[src/rtl/dline_guard.sv]
module dline_guard #(
  parameter int DEPTH      = 128,
  parameter int TAPS       = 32,
  parameter int CAL_TARGET = 64,
  parameter int ADDR_W     = 5
) (
  input  logic               clk,
  input  logic               rst_n,
  input  logic [DEPTH-1:0]   dl_sample_i,
  output logic [$clog2(TAPS)-1:0] tap_o,
  output logic               alarm_o,
  output logic               pr_hold_o,
  output logic               tenant_ce_o,
  input  logic [ADDR_W-1:0]  s_axi_awaddr,
  input  logic               s_axi_awvalid,
  output logic               s_axi_awready,
  input  logic [31:0]        s_axi_wdata,
  input  logic [3:0]         s_axi_wstrb,
  input  logic               s_axi_wvalid,
  output logic               s_axi_wready,
  output logic [1:0]         s_axi_bresp,
  output logic               s_axi_bvalid,
  input  logic               s_axi_bready,
  input  logic [ADDR_W-1:0]  s_axi_araddr,
  input  logic               s_axi_arvalid,
  output logic               s_axi_arready,
  output logic [31:0]        s_axi_rdata,
  output logic [1:0]         s_axi_rresp,
  output logic               s_axi_rvalid,
  input  logic               s_axi_rready
);
  localparam int DW = $clog2(DEPTH + 1);
  localparam int TW = $clog2(TAPS);

  logic [DW-1:0] depth, avg, lo, hi;
  logic [2:0]    k;
  logic          en, gate, busy, alarm;
  logic [TW-1:0] tap;

  always_comb begin
    depth = '0;
    for (int i = 0; i < DEPTH; i++)
      if (dl_sample_i[i]) depth = DW'(i + 1);
  end

  logic signed [DW:0] diff, step, sum;
  assign diff = $signed({1'b0, depth}) - $signed({1'b0, avg});
  assign step = diff >>> k;
  assign sum  = $signed({1'b0, avg}) + step;

  logic in_zone;
  assign in_zone = (avg >= lo) && (avg <= hi);

  logic wr_fire, rd_fire, cal_go, clr;
  assign wr_fire = s_axi_awvalid && s_axi_wvalid && !s_axi_bvalid;
  assign rd_fire = s_axi_arvalid && !s_axi_rvalid;
  assign s_axi_awready = wr_fire;
  assign s_axi_wready  = wr_fire;
  assign s_axi_arready = !s_axi_rvalid;
  assign s_axi_bresp   = 2'b00;
  assign s_axi_rresp   = 2'b00;
  assign cal_go = wr_fire && s_axi_awaddr[4:2] == 3'd0 && s_axi_wdata[2];
  assign clr    = wr_fire && s_axi_awaddr[4:2] == 3'd0 && s_axi_wdata[3];

  always_ff @(posedge clk) begin
    if (!rst_n) begin
      en <= 1'b0; gate <= 1'b0; lo <= '0; hi <= DW'(DEPTH); k <= '0;
      s_axi_bvalid <= 1'b0;
    end else begin
      if (wr_fire) begin
        s_axi_bvalid <= 1'b1;
        case (s_axi_awaddr[4:2])
          3'd0: begin en <= s_axi_wdata[0]; gate <= s_axi_wdata[1]; end
          3'd1: lo <= s_axi_wdata[DW-1:0];
          3'd2: hi <= s_axi_wdata[DW-1:0];
          3'd3: k  <= s_axi_wdata[2:0];
          default: ;
        endcase
      end else if (s_axi_bready) s_axi_bvalid <= 1'b0;
    end
  end

  always_ff @(posedge clk) begin
    if (!rst_n) begin
      avg <= '0; alarm <= 1'b0; busy <= 1'b0; tap <= '0;
    end else begin
      avg <= sum[DW-1:0];
      if (en && !busy && !in_zone) alarm <= 1'b1;
      else if (clr)                alarm <= 1'b0;
      if (cal_go) begin
        busy <= 1'b1; tap <= '0;
      end else if (busy) begin
        if (depth <= DW'(CAL_TARGET) || tap == TW'(TAPS - 1)) busy <= 1'b0;
        else tap <= tap + 1'b1;
      end
    end
  end

  logic [31:0] rd_mux;
  always_comb begin
    rd_mux = '0;
    case (s_axi_araddr[4:2])
      3'd0: rd_mux[2:0] = {busy, gate, en};
      3'd1: rd_mux[DW-1:0] = lo;
      3'd2: rd_mux[DW-1:0] = hi;
      3'd3: rd_mux[2:0] = k;
      3'd4: begin
        rd_mux[0] = alarm; rd_mux[1] = in_zone;
        rd_mux[8 +: TW] = tap; rd_mux[16 +: DW] = avg;
      end
      default: ;
    endcase
  end

  always_ff @(posedge clk) begin
    if (!rst_n) begin
      s_axi_rvalid <= 1'b0; s_axi_rdata <= '0;
    end else if (rd_fire) begin
      s_axi_rvalid <= 1'b1; s_axi_rdata <= rd_mux;
    end else if (s_axi_rready) s_axi_rvalid <= 1'b0;
  end

  assign tap_o       = tap;
  assign alarm_o     = alarm;
  assign pr_hold_o   = alarm;
  assign tenant_ce_o = !(alarm && gate);

  logic unused_ok;
  assign unused_ok = ^{s_axi_wstrb, s_axi_wdata[31:DW], s_axi_awaddr[1:0], s_axi_araddr[1:0]};

  a_r5_alarm_next_edge: assert property (@(posedge clk) disable iff (!rst_n)
    (en && !busy && !in_zone) |=> alarm_o);
  a_r6_sticky: assert property (@(posedge clk) disable iff (!rst_n)
    (alarm_o && !clr) |=> alarm_o);
  a_r7_gate_needs_alarm: assert property (@(posedge clk) disable iff (!rst_n)
    !tenant_ce_o |-> pr_hold_o);
  a_r8_tap_frozen: assert property (@(posedge clk) disable iff (!rst_n)
    (!busy && !cal_go) |=> $stable(tap_o));
  a_r9_quiet_when_off: assert property (@(posedge clk) disable iff (!rst_n)
    (!en && !alarm_o) |=> !alarm_o);
  a_r10_bvalid_hold: assert property (@(posedge clk) disable iff (!rst_n)
    (s_axi_bvalid && !s_axi_bready) |=> s_axi_bvalid);
endmodule

[config.mk]
export PLATFORM = sky130hd
export DESIGN_NAME = dline_guard
export DESIGN_NICKNAME = d
export VERILOG_FILES = /design/src/rtl/dline_guard.sv
export SDC_FILE = /design/constraint.sdc
export NUM_CORES = 1
export LEC_CHECK = 0
export BUFFER_PORTS_ARGS = -buffer_cell sky130_fd_sc_hd__clkbuf_2
export CORE_MARGIN = 2
export CORE_UTILIZATION = 50
export CTS_CLUSTER_SIZE = 30
export DETAILED_ROUTE_END_ITERATION = 16
export PLACE_DENSITY = 0.85
export SLEW_MARGIN = 20
export SYNTH_ARGS = -nofsm -noshare
export SYNTH_HDL_FRONTEND = slang
export SYNTH_SLANG_ARGS = --single-unit
[constraint.sdc]
create_clock -name clk -period 7.3 [get_ports clk]
set_clock_uncertainty 0.05 [all_clocks]
set_input_delay 1.095 -clock clk [delete_from_list [all_inputs] [get_ports clk]]
set_output_delay 1.095 -clock clk [all_outputs]
set_load 0.05 [all_outputs]
**After elaboration in Yosys (flattened, before gate mapping)**

Index checks and enable logic that the tools add are counted.

- Shifts and indexed selects: 1
- Muxes and demuxes: 142
- Add/sub/neg operators: 3
- Order comparisons: 3
- Reduce and logical (&&, ||, !) cells: 27
- Bitwise logic cells: 2
- Equality and inequality tests: 8

Operator list:

| operator | number |
|---|---|
| two-way mux 8 bit | 128 |
| equality test 3 x 2 -> 1 bit, second input constant | 4 |
| logical AND 1 bit | 10 |
| two-way mux 1 bit | 10 |
| case mux 2 bit (5 select lines) | 1 |
| case mux 5 bit (2 select lines) | 1 |
| AND reduction 2 bit | 5 |
| >>> shifter 9 x 3 -> 8 bit | 1 |
| subtractor 8 x 8 -> 9 bit | 1 |
| adder 8 bit | 1 |
| greater-or-equal comparator 8 bit | 1 |
| <= comparator 8 x 7 -> 1 bit, second input constant | 1 |
| <= comparator 8 bit | 1 |
| equality test 3 x 1 -> 1 bit, second input constant | 2 |
| logical NOT 3 bit | 2 |
| nonzero test 2 bit | 3 |
| adder 5 x 1 -> 5 bit, second input constant | 1 |
| equality test 5 bit, second input constant | 1 |
| logical NOT 1 bit | 5 |
| two-way mux 5 bit | 1 |
| case mux 1 bit (4 select lines) | 1 |
| equality test 3 bit, second input constant | 1 |
| NOT 1 bit | 2 |
| OR reduction 2 bit | 1 |
| logical OR 1 bit | 1 |

- Logic and storage cells: 198
- Output and inout bits: 49
- Register bits after elaboration: 59
- Input port bits: 181

**Longest topological paths before layout**

- Depth in word-level cells: 133
- Gate-level depth with buffers: 27
- Gate-level depth less buffers: 26

**Worst setup path before layout**

No wires, ideal clock.

- Path type: input-to-reg
- Start point: input port dl_sample_i[73]
- End point: register avg[7]
- Data required time: 7.178 ns
- Arrival time: 6.614 ns
- Library setup time: 0.072 ns
- Path buffers: 1
- Stages on the path: 27
- Setup slack: 0.565 ns
- Path through: or4_1 > nor2_1 > o2111ai_1 > or4_1 > o31ai_1 > or2_1 > clkbuf_1 > inv_2 > ha_1 > fa_1 > nor2b_1 > o21ai_1 > a21boi_1 > o21ai_1 > nand2b_1 > a31oi_1 > mux4_2 > a21o_1 > ha_1 > a21o_1 > a21oi_1 > o21bai_1 > a21oi_1 > o21ai_1 > xnor2_1 > or2_2 > mux2i_1

- Cells in the longest elaborated chain, start to end: 58

Ends and longest elaborated chain:

| item | RTL line | RTL |
|---|---|---|
| from (decl) | 9 | `input logic [DEPTH-1:0] dl_sample_i,` |
| two-way mux 8 bit (55 in a row) | 43 | `if (dl_sample_i[i]) depth = DW'(i + 1);` |
| subtractor 8 x 8 -> 9 bit | 47 | `assign diff = $signed({1'b0, depth}) - $signed({1'b0, avg});` |
| >>> shifter 9 x 3 -> 8 bit | 48 | `assign step = diff >>> k;` |
| adder 8 bit | 49 | `assign sum = $signed({1'b0, avg}) + step;` |
| to (signal assigned) | 87 | `avg <= sum[DW-1:0];` |
| to (decl) | 35 | `logic [DW-1:0] depth, avg, lo, hi;` |

No other way between the ends.
A chain may end at the register's enable or synchronous reset.

**Worst setup path in the final report**

Same ends and word-level chain as after synthesis.

==> results.sh <==
export IMPL_status="finished, final reports clean"
export IMPL_path_buf_inv=2
export IMPL_cp_slowest_cell="mux4_2"
export IMPL_combPwrFrac_pct=49.8
export IMPL_synth_warning_count=0
export IMPL_clock_latency_ns=0.34
export IMPL_holdPathStages=2
export IMPL_fin_util_pct=61.7
export IMPL_grt_pass1_vias=5876
export IMPL_tightest_slew_ns=0.775
export IMPL_r2r_slack_ns=2.78
export IMPL_vdd_drop_max_uv=141
export IMPL_drc=0
export IMPL_yosysSeqAreaShare_pct=21.5
export IMPL_dr_pass1_iters=5
export IMPL_cts_tree="built"
export IMPL_synthFlopType="dfxtp_1"
export IMPL_critPathKind="in -> reg"
export IMPL_area_delta_synth_final_pct=21.3
export IMPL_clkPwrFrac_pct=22.0
export IMPL_finalHoldViolations=0
export IMPL_vias_per_cell=5.91
export IMPL_end_kind="flip-flop"
export IMPL_maxCapViolations=0
export IMPL_total_power_mw=1.38
export IMPL_p_seq_share_pct=28.2
export IMPL_initialDrtViolationCount=379
export IMPL_clk_pin_slew_ns=0.07
export IMPL_layout_commonest_cell="clkbuf_2"
export IMPL_cts_root_buf="clkbuf_8"
export IMPL_setup_ws_ns=0.520
export IMPL_synth_edf_count=0
export IMPL_antenna_found_initial=0
export IMPL_post_cts_repair_setup_buffers=0
export IMPL_cp_data_required_time_ns=7.52
export IMPL_track_usage_pct=26.9
export IMPL_core_area_um2=10800
export IMPL_numPortBuffers=182
export IMPL_die_w_um=109
export IMPL_stdcell_count=1070
export IMPL_die_h_um=109
export IMPL_relSlewSlack_pct=48.2
export IMPL_start_util_pct=50.9
export IMPL_io_pins=230
export IMPL_start_kind="primary input"
export IMPL_cp_arrival_ns=7.00
export IMPL_p_sw_share_pct=40.6
export IMPL_die_area_um2=11800
export IMPL_routed_wl_mm=16.2
export IMPL_r2r_end="avg[7]"
export IMPL_detail_route_wl_per_cell_um=15.1
export IMPL_async_flop_share_pct=0
export IMPL_period_share_pct=92.9
export IMPL_intPower_mw=0.820
export IMPL_path_max_fanout=7
export IMPL_setup_violations=0
export IMPL_hold_start="s_axi_bvalid"
export IMPL_hold_class="reg -> reg"
export IMPL_synth_seq_cells=59
export IMPL_p_switching_mw=0.560
export IMPL_finalInstanceArea_um2=6660
export IMPL_yosys_top_cells_area="dfxtp_1 (22%), nor2_1 (8.3%), ha_1 (7.8%), mux2i_1 (4.6%), inv_1 (3.8%)"
export IMPL_dp_cells=1054
export IMPL_r2r_start="avg[0]"
export IMPL_synthCells=750
export IMPL_synth_top_area_share_pct=21.5
export IMPL_cts_hold_buffers=0
export IMPL_grt_pass1_wl_mm=26.2
export IMPL_p_leak_nw=3.01
export IMPL_netlist_area_um2=5490
export IMPL_place_gp_congestion=0.917
export IMPL_numCtsBuffers=9
export IMPL_filler_cell_count=978
export IMPL_fin_setup_tns_ns=0
export IMPL_dp_slack_ns=0.238
export IMPL_grt_remaining_overflow=0
export IMPL_rsz0062_at_grt="no"
export IMPL_layout_drive_gt1_share_pct=23.3
export IMPL_syn_area_per_cell_um2=7.32
export IMPL_path_common_cell="o21ai_1"
export IMPL_ant_nets=0
export IMPL_whs_endpoint="s_axi_bvalid"
export IMPL_worstRegToRegCells=19
export IMPL_final_max_slew_violation_count=0
export IMPL_rows=38
export IMPL_dr_total_vias=6324
export IMPL_power_per_cell_area_nw_per_um2=207
export IMPL_clock_fmax_ghz=0.147
export IMPL_htreeDepth=3
export IMPL_diodes=0
export IMPL_finalCriticalPeriod_ns=6.78
export IMPL_final_nets=1142
export IMPL_max_stage_delay_ns=0.54
export IMPL_whs_ns=0.442
export IMPL_dpl_cell_area_um2=6460
export IMPL_cpLargestDelayFamily="compound AO/OA/AOI/OAI gates"
export IMPL_cts_resized=0
export IMPL_grt_max_degree=49
export IMPL_yosys_area_top_type="dfxtp_1"
export IMPL_clock_sinks=59
export IMPL_final_cell_mix="clkbuf_2 (182), nor2_1 (122), dfxtp_1 (59)"
export IMPL_cts_max_path_buffers=2
export IMPL_netlist_cell_type_count=66
export IMPL_hpwl_mm=13.0
## final cells by class
cell class / instances / area (µm²) / area share (%)
clock buffer: 10 / 138 / 2.07
clock inverter: 6 / 65.1 / 0.977
inverter: 59 / 221 / 3.33
tap: 140 / 175 / 2.63
timing repair buffer: 186 / 941 / 14.1
sequential: 59 / 1180 / 17.7
multi-input combinational: 610 / 3940 / 59.1
## how the worst max path moves through the flow
stage,startpoint,endpoint,slack [ns],cells after the start
final,dl_sample_i[73],avg[7],0.52,27
after global routing,dl_sample_i[73],avg[7],0.13,27
after CTS,dl_sample_i[73],avg[7],0.57,27
after detailed placement,dl_sample_i[73],avg[7],0.24,27
after global placement,dl_sample_i[73],avg[7],0.43,27
after floorplan,dl_sample_i[73],avg[7],0.56,27
## tightest hold or removal path: cells and delay by family, from the launching register on
kind,cells,cell delay (ns)
flip-flops,1,0.33
AND/OR/NAND/NOR,1,0.07
AO/OA/AOI/OAI,1,0.05
## cell usage after synthesis, types with 7 or more instances
cell      number
a31oi_1        8
nand2b_1      11
a211oi_1      11
a21o_1         9
o21ai_0       16
o31ai_1       14
nand3_1       19
clkbuf_1      15
nor2b_1       17
and3_1         7
nor3_1        34
a21oi_1       39
nor4_1        27
dfxtp_1       59
inv_1         56
ha_1          34
mux2i_1       25
a22oi_1       22
o21bai_1      11
nand2_1       38
buf_4         17
o21ai_1       11
or4_1         12
nand4_1        8
nor2_1       122
## sequential cells by signal (all words and copies together) (netlist names), 3 cells and up
signal / flops
lo: 8
tap_o: 5
s_axi_rdata: 21
avg: 8
hi: 8
k: 3
## logic make-up (layout without fill, tap and decap cells)
logic type	after synthesis	after routing	share of synthesized area (%)
flip-flops	59	59	21.5
multiplexers	33	33	7.02
AND/OR/NAND/NOR	321	321	29.1
other	1	15	0.0683
buffers and inverters	95	261	7.68
adder cells (fa/ha/maj)	36	36	8.48
XOR/XNOR	9	9	1.44
AO/OA/AOI/OAI	196	196	24.7
## per-layer routing
metal | part of all wire [%] | GRT usage [%]
met1 | 42 | 32.2
met4 | 1.2 | 6.32
met5 | 0 | 0
met3 | 5.9 | 5.02
met2 | 50 | 49.5
## power by group through the flow
stage          logic, mW  clock network, mW  registers [mW]
2_1_floorplan      0.507                  0           0.389
3_3_place_gp       0.645                  0           0.395
3_5_place_dp       0.673                  0           0.396
4_1_cts            0.678              0.304           0.389
5_1_grt            0.769              0.318           0.391
6_report           0.687              0.303           0.389
(Power assumes the default switching activity.)
